[config.mk]
export PLATFORM = sky130hd
export DESIGN_NAME = pt_walker
export DESIGN_NICKNAME = d
export VERILOG_FILES = /design/src/rtl/pt_walk_pkg.sv /design/src/rtl/pt_va_split.sv /design/src/rtl/pt_entry_addr.sv /design/src/rtl/pt_entry_decode.sv /design/src/rtl/pt_walk_ctrl.sv /design/src/rtl/pt_walker.sv
export SDC_FILE = /design/constraint.sdc
export NUM_CORES = 1
export LEC_CHECK = 0
export ABC_AREA = 1
export ABC_CLOCK_PERIOD_IN_PS = 6500
export BUFFER_PORTS_ARGS = -buffer_cell sky130_fd_sc_hd__buf_4
export CAP_MARGIN = 0
export CORE_ASPECT_RATIO = 1.25
export CORE_UTILIZATION = 30
export CTS_CLUSTER_DIAMETER = 40
export DETAILED_ROUTE_END_ITERATION = 8
export SLEW_MARGIN = 20
export SYNTH_ARGS = -nofsm -noshare
export SYNTH_HDL_FRONTEND = slang
export SYNTH_HIERARCHICAL = 1
export SYNTH_SLANG_ARGS = --single-unit
[constraint.sdc]
create_clock -name clk -period 6.5 [get_ports clk]
set_clock_uncertainty 0.2 [all_clocks]
set_input_delay 0.975 -clock clk [delete_from_list [all_inputs] [get_ports clk]]
set_output_delay 0.975 -clock clk [all_outputs]
set_load 0.03 [all_outputs]
[src/rtl/pt_walk_pkg.sv]
package pt_walk_pkg;

    typedef enum logic [2:0] {
        ST_IDLE,
        ST_READ_OUTER,
        ST_READ_INNER,
        ST_DONE,
        ST_FAULT
    } walk_state_e;

    typedef enum logic [1:0] {
        FK_LENGTH        = 2'd0,
        FK_OUTER_INVALID = 2'd1,
        FK_INNER_INVALID = 2'd2,
        FK_WRITE_DENIED  = 2'd3
    } fault_kind_e;

    localparam int ENTRY_VALID_BIT = 0;
    localparam int ENTRY_WRITE_BIT = 1;
    localparam int ENTRY_BYTES_LOG2 = 2;

endpackage

[src/rtl/pt_va_split.sv]
module pt_va_split #(
    parameter int VA_W  = 32,
    parameter int OUT_W = 10,
    parameter int IN_W  = 10,
    parameter int OFF_W = 12
) (
    input  logic [VA_W-1:0]  va,
    output logic [OUT_W-1:0] outer_idx,
    output logic [IN_W-1:0]  inner_idx,
    output logic [OFF_W-1:0] offset
);
    localparam int IN_LSB  = OFF_W;
    localparam int OUT_LSB = OFF_W + IN_W;

    assign offset    = va[OFF_W-1:0];
    assign inner_idx = va[IN_LSB +: IN_W];
    assign outer_idx = va[OUT_LSB +: OUT_W];

endmodule

[src/rtl/pt_entry_addr.sv]
module pt_entry_addr #(
    parameter int ADDR_W = 32,
    parameter int IDX_W  = 10,
    parameter int SHIFT  = 2
) (
    input  logic [ADDR_W-1:0] base,
    input  logic [IDX_W-1:0]  idx,
    output logic [ADDR_W-1:0] addr
);
    localparam int PAD_W = ADDR_W - IDX_W;

    logic [ADDR_W-1:0] idx_wide;

    assign idx_wide = {{PAD_W{1'b0}}, idx};
    assign addr     = base + (idx_wide << SHIFT);

endmodule

[src/rtl/pt_entry_decode.sv]
module pt_entry_decode #(
    parameter int ENTRY_W = 32,
    parameter int OFF_W   = 12
) (
    input  logic [ENTRY_W-1:0]       entry,
    output logic                     ent_valid,
    output logic                     ent_writable,
    output logic [ENTRY_W-OFF_W-1:0] ent_base
);
    import pt_walk_pkg::*;

    logic unused_entry_bits;

    assign ent_valid         = entry[ENTRY_VALID_BIT];
    assign ent_writable      = entry[ENTRY_WRITE_BIT];
    assign ent_base          = entry[ENTRY_W-1:OFF_W];
    assign unused_entry_bits = ^entry[OFF_W-1:ENTRY_WRITE_BIT+1];

endmodule

[src/rtl/pt_walk_ctrl.sv]
module pt_walk_ctrl #(
    parameter int ADDR_W = 32,
    parameter int OUT_W  = 10,
    parameter int OFF_W  = 12
) (
    input  logic                    clk,
    input  logic                    rst_n,
    input  logic                    req_valid,
    input  logic                    req_write,
    input  logic [ADDR_W-1:0]       req_va,
    input  logic [OUT_W-1:0]        req_outer_idx,
    input  logic [ADDR_W-1:0]       tbl_base,
    input  logic [OUT_W:0]          tbl_len,
    input  logic                    mem_rd_ready,
    input  logic                    mem_rsp_valid,
    input  logic                    ent_valid,
    input  logic                    ent_writable,
    input  logic [ADDR_W-OFF_W-1:0] ent_base,
    input  logic                    resp_ready,
    output logic                    req_ready,
    output logic                    mem_rd_valid,
    output logic                    sel_inner,
    output logic [ADDR_W-1:0]       lvl_base,
    output logic [ADDR_W-1:0]       va_held,
    output logic                    resp_valid,
    output logic                    resp_fault,
    output logic [1:0]              resp_kind,
    output logic [ADDR_W-1:0]       resp_paddr
);
    import pt_walk_pkg::*;

    localparam int BASE_W = ADDR_W - OFF_W;

    walk_state_e       state_q, state_d;
    fault_kind_e       kind_q;
    logic [ADDR_W-1:0] va_q;
    logic [ADDR_W-1:0] lvl_base_q;
    logic [BASE_W-1:0] frame_q;
    logic              wr_q;
    logic              issued_q;
    logic              rsp_hit;
    logic              len_ok;
    logic              wr_refused;

    assign rsp_hit    = issued_q && mem_rsp_valid;
    assign len_ok     = {1'b0, req_outer_idx} < tbl_len;
    assign wr_refused = wr_q && !ent_writable;

    // next-state logic
    always_comb begin
        state_d = state_q;
        unique case (state_q)
            ST_IDLE: begin
                if (req_valid) state_d = len_ok ? ST_READ_OUTER : ST_FAULT;
            end
            ST_READ_OUTER: begin
                if (rsp_hit) state_d = ent_valid ? ST_READ_INNER : ST_FAULT;
            end
            ST_READ_INNER: begin
                if (rsp_hit) state_d = (!ent_valid || wr_refused) ? ST_FAULT : ST_DONE;
            end
            ST_DONE, ST_FAULT: begin
                if (resp_ready) state_d = ST_IDLE;
            end
            default: state_d = ST_IDLE;
        endcase
    end

    // state register
    always_ff @(posedge clk or negedge rst_n) begin
        if (!rst_n) state_q <= ST_IDLE;
        else        state_q <= state_d;
    end

    // walk context registers
    always_ff @(posedge clk or negedge rst_n) begin
        if (!rst_n) begin
            va_q       <= '0;
            wr_q       <= 1'b0;
            lvl_base_q <= '0;
            frame_q    <= '0;
            issued_q   <= 1'b0;
            kind_q     <= FK_LENGTH;
        end else begin
            unique case (state_q)
                ST_IDLE: begin
                    if (req_valid) begin
                        va_q       <= req_va;
                        wr_q       <= req_write;
                        lvl_base_q <= tbl_base;
                        issued_q   <= 1'b0;
                        kind_q     <= FK_LENGTH;
                    end
                end
                ST_READ_OUTER: begin
                    if (mem_rd_valid && mem_rd_ready) issued_q <= 1'b1;
                    if (rsp_hit) begin
                        issued_q   <= 1'b0;
                        lvl_base_q <= {ent_base, {OFF_W{1'b0}}};
                        kind_q     <= FK_OUTER_INVALID;
                    end
                end
                ST_READ_INNER: begin
                    if (mem_rd_valid && mem_rd_ready) issued_q <= 1'b1;
                    if (rsp_hit) begin
                        issued_q <= 1'b0;
                        frame_q  <= ent_base;
                        kind_q   <= !ent_valid ? FK_INNER_INVALID : FK_WRITE_DENIED;
                    end
                end
                default: ;
            endcase
        end
    end

    // outputs
    always_comb begin
        req_ready    = (state_q == ST_IDLE);
        mem_rd_valid = ((state_q == ST_READ_OUTER) || (state_q == ST_READ_INNER)) && !issued_q;
        sel_inner    = (state_q == ST_READ_INNER);
        lvl_base     = lvl_base_q;
        va_held      = va_q;
        resp_valid   = (state_q == ST_DONE) || (state_q == ST_FAULT);
        resp_fault   = (state_q == ST_FAULT);
        resp_kind    = (state_q == ST_FAULT) ? kind_q : 2'd0;
        resp_paddr   = (state_q == ST_DONE) ? {frame_q, va_q[OFF_W-1:0]} : '0;
    end

    // input assumption: data only returns for an accepted read
    assert_rsp_outstanding_R9: assert property (@(posedge clk) disable iff (!rst_n)
        mem_rsp_valid |-> (issued_q && ((state_q == ST_READ_OUTER) || (state_q == ST_READ_INNER))));

    assert_len_fault_R3: assert property (@(posedge clk) disable iff (!rst_n)
        (req_valid && req_ready && ({1'b0, req_outer_idx} >= tbl_len))
        |=> (resp_valid && resp_fault && (resp_kind == FK_LENGTH) && !mem_rd_valid));

    assert_outer_invalid_R4: assert property (@(posedge clk) disable iff (!rst_n)
        ((state_q == ST_READ_OUTER) && rsp_hit && !ent_valid)
        |=> (resp_valid && resp_fault && (resp_kind == FK_OUTER_INVALID)));

    assert_resp_hold_R10: assert property (@(posedge clk) disable iff (!rst_n)
        (resp_valid && !resp_ready)
        |=> (resp_valid && $stable(resp_fault) && $stable(resp_kind) && $stable(resp_paddr)));

    assert_busy_after_accept_R10: assert property (@(posedge clk) disable iff (!rst_n)
        (req_valid && req_ready) |=> !req_ready);

endmodule

[src/rtl/pt_walker.sv]
module pt_walker #(
    parameter int ADDR_W = 32,
    parameter int OUT_W  = 10,
    parameter int IN_W   = 10,
    parameter int OFF_W  = 12
) (
    input  logic              clk,
    input  logic              rst_n,
    input  logic              req_valid,
    output logic              req_ready,
    input  logic [ADDR_W-1:0] req_vaddr,
    input  logic              req_write,
    input  logic [ADDR_W-1:0] tbl_base,
    input  logic [OUT_W:0]    tbl_len,
    output logic              mem_rd_valid,
    input  logic              mem_rd_ready,
    output logic [ADDR_W-1:0] mem_rd_addr,
    input  logic              mem_rsp_valid,
    input  logic [ADDR_W-1:0] mem_rsp_data,
    output logic              resp_valid,
    input  logic              resp_ready,
    output logic              resp_fault,
    output logic [1:0]        resp_kind,
    output logic [ADDR_W-1:0] resp_paddr
);
    import pt_walk_pkg::*;

    localparam int BASE_W  = ADDR_W - OFF_W;
    localparam int IDX_W   = (OUT_W > IN_W) ? OUT_W : IN_W;
    localparam int OUT_LSB = OFF_W + IN_W;

    logic [OUT_W-1:0]  req_outer_idx;
    logic [OUT_W-1:0]  outer_idx_q;
    logic [IN_W-1:0]   inner_idx_q;
    logic [OFF_W-1:0]  offset_q;
    logic [ADDR_W-1:0] va_held;
    logic [ADDR_W-1:0] lvl_base;
    logic              sel_inner;
    logic [IDX_W-1:0]  cur_idx;
    logic              ent_valid;
    logic              ent_writable;
    logic [BASE_W-1:0] ent_base;

    assign req_outer_idx = req_vaddr[OUT_LSB +: OUT_W];

    pt_va_split #(
        .VA_W (ADDR_W),
        .OUT_W(OUT_W),
        .IN_W (IN_W),
        .OFF_W(OFF_W)
    ) split_i (
        .va       (va_held),
        .outer_idx(outer_idx_q),
        .inner_idx(inner_idx_q),
        .offset   (offset_q)
    );

    assign cur_idx = sel_inner ? IDX_W'(inner_idx_q) : IDX_W'(outer_idx_q);

    pt_entry_addr #(
        .ADDR_W(ADDR_W),
        .IDX_W (IDX_W),
        .SHIFT (ENTRY_BYTES_LOG2)
    ) addr_i (
        .base(lvl_base),
        .idx (cur_idx),
        .addr(mem_rd_addr)
    );

    pt_entry_decode #(
        .ENTRY_W(ADDR_W),
        .OFF_W  (OFF_W)
    ) decode_i (
        .entry       (mem_rsp_data),
        .ent_valid   (ent_valid),
        .ent_writable(ent_writable),
        .ent_base    (ent_base)
    );

    pt_walk_ctrl #(
        .ADDR_W(ADDR_W),
        .OUT_W (OUT_W),
        .OFF_W (OFF_W)
    ) ctrl_i (
        .clk          (clk),
        .rst_n        (rst_n),
        .req_valid    (req_valid),
        .req_write    (req_write),
        .req_va       (req_vaddr),
        .req_outer_idx(req_outer_idx),
        .tbl_base     (tbl_base),
        .tbl_len      (tbl_len),
        .mem_rd_ready (mem_rd_ready),
        .mem_rsp_valid(mem_rsp_valid),
        .ent_valid    (ent_valid),
        .ent_writable (ent_writable),
        .ent_base     (ent_base),
        .resp_ready   (resp_ready),
        .req_ready    (req_ready),
        .mem_rd_valid (mem_rd_valid),
        .sel_inner    (sel_inner),
        .lvl_base     (lvl_base),
        .va_held      (va_held),
        .resp_valid   (resp_valid),
        .resp_fault   (resp_fault),
        .resp_kind    (resp_kind),
        .resp_paddr   (resp_paddr)
    );

    assert_rd_hold_R9: assert property (@(posedge clk) disable iff (!rst_n)
        (mem_rd_valid && !mem_rd_ready) |=> (mem_rd_valid && $stable(mem_rd_addr)));

    assert_offset_kept_R7: assert property (@(posedge clk) disable iff (!rst_n)
        (resp_valid && !resp_fault) |-> (resp_paddr[OFF_W-1:0] == offset_q));

    assert_fault_no_addr_R7: assert property (@(posedge clk) disable iff (!rst_n)
        (resp_valid && resp_fault) |-> (resp_paddr == '0));

endmodule

# --- After elaboration in Yosys (flattened, before gate mapping) ---
# Cells that the tools add are included.
classes:
  n_addsub: 1
  n_mul: 0
  div: 0
  order_cmp: 1
  n_eq_ne: 9
  shift: 0
  n_mux: 23
  n_bitwise: 0
  reduce_logical: 22
op_table:
  columns: ["operator", "count"]
  rows:
  - ["two-way mux 32 bit", 3]
  - ["case mux 32 bit (2 select lines)", 1]
  - ["adder 32 x 12 -> 32 bit", 1]
  - ["two-way mux 3 bit", 7]
  - ["case mux 3 bit (4 select lines)", 1]
  - ["< comparator 10 x 11 -> 1 bit", 1]
  - ["two-way mux 10 bit", 1]
  - ["two-way mux 2 bit", 4]
  - ["AND reduction 4 bit", 2]
  - ["== test 3 x 2 -> 1 bit, second input constant", 2]
  - ["case mux 2 bit (3 select lines)", 1]
  - ["AND reduction 3 bit", 2]
  - ["logical AND 1 bit", 4]
  - ["two-way mux 1 bit", 4]
  - ["!= test 2 x 1 -> 1 bit, second input constant", 2]
  - ["!= test 2 bit, second input constant", 2]
  - ["AND reduction 2 bit", 2]
  - ["nonzero test 2 bit", 2]
  - ["OR reduction 2 bit", 2]
  - ["== test 3 x 1 -> 1 bit, second input constant", 1]
  - ["== test 3 bit, second input constant", 1]
  - ["logical NOT 1 bit", 3]
  - ["logical NOT 3 bit", 1]
  - ["logical OR 1 bit", 3]
  - ["other kinds (3)", 3]
totals:
  reg_bits: 91
  latch_bits: 0
  ramBits: 0
  mem_bits_ro: 0
  in_bits: 114
  out_inout_bits: 70
  word_cells: 63
  mem_count: 0

# --- Depth between registers and ports, before layout ---
depth:
  ltp_word: 7
  ltp_mapped: 18
  mapped_depth_nobuf: 18

# --- Hierarchy ---
# The synthesis kept the hierarchy.
by_module_without_submodules:
  columns: ["mod", "n_inst", "cells_per_inst", "area_each_um2", "seq_area_each_um2"]
  rows:
  - ["pt_walk_ctrl", 1, 510, 4364.2, 2277.2]
  - ["pt_entry_addr", 1, 275, 1357.6, 0.0]
  - ["pt_va_split", 1, 32, 240.2, 0.0]
  - ["pt_entry_decode", 1, 22, 165.2, 0.0]
  - ["pt_walker", 1, 32, 127.6, 0.0]

# --- Worst setup path after synthesis ---
# No wires, ideal clock.
synth_path:
  path_kind: "register to output"
  startpoint: "register ctrl_i.state_q[0]"
  endpoint: "output port mem_rd_addr[14]"
  t_arrival_ns: 2.569
  required_time_ns: 5.325
  path_slack_ns: 2.756
  path_stages_with_launch: 16
  path_buffers: 1
  cell_sequence: "dfrtp_1 > nor2_1 > nand2_1 > inv_1 > buf_6 > nand2_1 > nand2_1 > ha_1 > inv_1 > fa_1 > inv_1 > nand3_1 > nand3_1 > nand3_1 > nand3_2 > xor2_1"
synth_via:
  elab_chain_len: 3
synth_lines:
  columns: ["item", "line_no", "rtl"]
  rows:
  - ["start: declaration", "pt_walk_ctrl.sv:34", "walk_state_e state_q, state_d;"]
  - ["start signal: assignment", "pt_walk_ctrl.sv:72", "else state_q <= state_d;"]
  - ["== test 3 x 2 -> 1 bit", "pt_walk_ctrl.sv:120", "sel_inner = (state_q == ST_READ_INNER);"]
  - ["via sel_inner", "pt_walker.sv:38", "logic sel_inner;"]
  - ["two-way mux 10 bit", "pt_walker.sv:58", "assign cur_idx = sel_inner ? IDX_W'(inner_idx_q) : IDX_W'(outer_idx_q);"]
  - ["via cur_idx[0]", "pt_walker.sv:39", "logic [IDX_W-1:0] cur_idx;"]
  - ["adder 32 x 12 -> 32 bit", "pt_entry_addr.sv:15", "assign addr = base + (idx_wide << SHIFT);"]
  - ["end: declaration", "pt_walker.sv:17", "output logic [ADDR_W-1:0] mem_rd_addr,"]
# The timed path passes the listed nets, and every way through them passes these cells.

# --- Worst setup path after layout ---
layout_path:
  startpoint: "register ctrl_i.state_q[0]"
  endpoint: "output port mem_rd_addr[22]"
# Same word-level chain as after synthesis.

==> flow_metrics.py <==
metrics = {
    "critical_path": {
        "r2r-start": "ctrl_i/state_q[1]",
        "cp_slowest_cell": "dfrtp_1",
        "crit_required_ns": 5.32,
        "cp_common_cell": "nand2_1",
        "startpoint": "ctrl_i/state_q[0]",
        "crit_path_cell_trace": "nor2_1 > nand2_1 > inv_1 > inv_2 > nand2_1 > nand2_1 > ha_1 > inv_1 > fa_1 > inv_1 > nand3_1 > nand3_1 > nand3_1 > nand3_2 > nand2_1 > nand2_1 > nand2_1 > buf_4",
        "crit_arrival_ns": 3.26,
        "worst-path-buf-inv": 5,
        "start_kind": "register",
        "cp_max_fo": 13,
        "critPathTopFamily": "simple AND/OR/NAND/NOR gates",
        "end_kind": "output pin",
        "reg2regPathDepth": 5,
        "critPathMaxStageDelay_ns": 0.42,
        "crit_type": "reg -> out",
        "crit_cells": 18,
    },
    "layout": {
        "drive_above_1_share_pct": 23.6,
        "final_cell_mix": "nand2_1, buf_4, inv_1",
        "mostFrequentLayoutCell": "nand2_1",
        "final_cell_area_sq_um": 7660,
        "final_core_util_pct": 38.1,
        "antennaDiodeCount": 0,
        "areaGrowthSynthToFinish_pct": 24.3,
        "fin_nets": 1114,
    },
    "status": {
        "status": "complete, no violations",
    },
    "route": {
        "ant_nets": 0,
        "drt-total-wl_um": 15700,
        "drt_iter0_drc": 232,
        "via_per_inst": 4.31,
        "drt-pass1-iter-count": 4,
        "avgRoutedWirePerCell_um": 12.5,
        "vias": 5404,
        "drc": 0,
    },
    "sta": {
        "finalMaxSlewViolations": 0,
        "fin_crit_ns": 4.44,
        "setup_viol": 0,
        "worst_slack_ns": 2.06,
        "hold_viol": 0,
        "slew-limit-headroom_pct": 41.0,
        "setup_tns_ns": 0,
        "fmax_ghz": 0.225,
        "grt_setup_unrepaired": "no",
        "tightest_slew_ns": 0.884,
        "fin_crit_sh_pct": 68.3,
    },
    "power_and_ir_drop": {
        "power.density_nw_per_um2": 565,
        "power.total_mw": 4.33,
        "power_frac_comb_pct": 63.8,
        "p_switching_mw": 2.21,
        "p_int_mw": 2.12,
        "power.leakage_nw": 4.22,
        "pwr-share-clk_pct": 12.4,
        "netSwitchingFraction_pct": 51.0,
        "seqPwrFrac_pct": 23.8,
        "vdd_drop_max_uv": 199,
    },
    "global_routing": {
        "grt_use_total_pct": 15.8,
        "overflow": 0,
        "grt_use_met2_pct": 27.3,
        "grt.busiest_layer": "met2",
        "grt_first_pass_wirelength_um": 25700,
        "grtUsageMet3_pct": 3.13,
        "antenna_found_initial": 0,
        "grt_pass1_vias": 5306,
        "grt_util_met1_pct": 19.2,
        "grt_start_max_net_pins": 53,
    },
    "die": {
        "coreArea_sq_um": 20100,
        "initial_core_util_pct": 30.7,
        "fp-row-count": 58,
        "die_w_um": 130,
        "ios": 184,
        "dieArea_sq_um": 21100,
        "die-height_um": 162,
    },
    "placed_design": {
        "routabilityCongestion": 0.876,
        "placed_area_sq_um": 7370,
        "io_buffer_count": 173,
        "place_ws_ns": 2.36,
        "post-dp-hpwl_um": 12300,
    },
    "clock_network": {
        "post_cts_resized": 0,
        "cts_max_path_buffers": 2,
        "cts-root-buf": "clkbuf_16",
        "htreeDepth": 3,
        "cts_tree": "built",
        "postCtsSetupBuffers": 0,
        "insertion_delay_ns": 0.35,
        "cts_hold_buf": 0,
        "clk_pin_slew_ns": 0.07,
        "clock_sinks": 91,
        "numCtsBuffers": 9,
    },
    "logic_synthesis": {
        "synth_nets": 993,
        "synth_area_sq_um": 6160,
        "synth_warnings": 6,
        "syn_avg_cell_area_sq_um": 7.18,
        "syn_inst": 859,
    },
    "worst_hold_path": {
        "holdCritPathClass": "reg -> reg",
        "hold_path_depth": 2,
        "hp-start": "ctrl_i/frame_q[1]",
    },
    "job": {
        "max_cap_viol_count": 0,
    },
}
## final timing paths
path                                       to  slack (ns)
setup / recovery              mem_rd_addr[22]        2.06
hold / removal              ctrl_i/frame_q[1]        0.29
setup reg to reg           ctrl_i/lvl_base[1]        3.96
hold reg to reg             ctrl_i/frame_q[1]        0.29
max in group asynchronous   ctrl_i/frame_q[7]        4.61
min in group asynchronous  ctrl_i/lvl_base[7]        0.42
## power groups by stage
stage / Clock (mW) / Combinational (mW) / Sequential [mW]
global route: 0.580 / 3.08 / 1.07
global placement: 0 / 2.77 / 1.04
detailed placement: 0 / 2.80 / 1.05
floorplan: 0 / 2.07 / 0.983
finish: 0.536 / 2.76 / 1.03
CTS: 0.561 / 2.81 / 1.03
## flip-flops by register name, summed over array words and instances, names as in the netlist
register / cells
ctrl_i/kind_q: 2
ctrl_i/wr_q: 1
ctrl_i/frame_q: 20
ctrl_i/va_held: 32
ctrl_i/issued_q: 1
ctrl_i/state_q: 3
ctrl_i/lvl_base: 32
## stage by stage
step	cells	hold WS, ns
after floorplan	859	0.253
after global placement	1239	0.267
after detailed placement	1239	0.274
after CTS	1255	0.292
after global routing	1255	0.314
final	1255	0.286
## cell type report
class                      instances  area (sq um)
clock buffer                      11           233
clock inverter                     5          61.3
fill                            2153         12400
inverter                         146           548
multi-input combinational        555          2880
sequential                        91          2280
tap                              270           338
timing repair buffer             177          1330
## tightest hold or removal path: stages (launching register included)
cell and delay [ns]:
dfrtp_1 0.34, nand2_1 0.05, o21ai_0 0.06
## routing by layer
metal / vias to the layer above / share of wire (%) / wire length [um]
li1: 2856 / - / -
met1: 2401 / 43 / 6760
met2: 133 / 49 / 7730
met3: 14 / 6.3 / 996
met4: 0 / 1.4 / 216
met5: - / 0 / 0
Note: power is estimated with default switching activity, not from simulation.
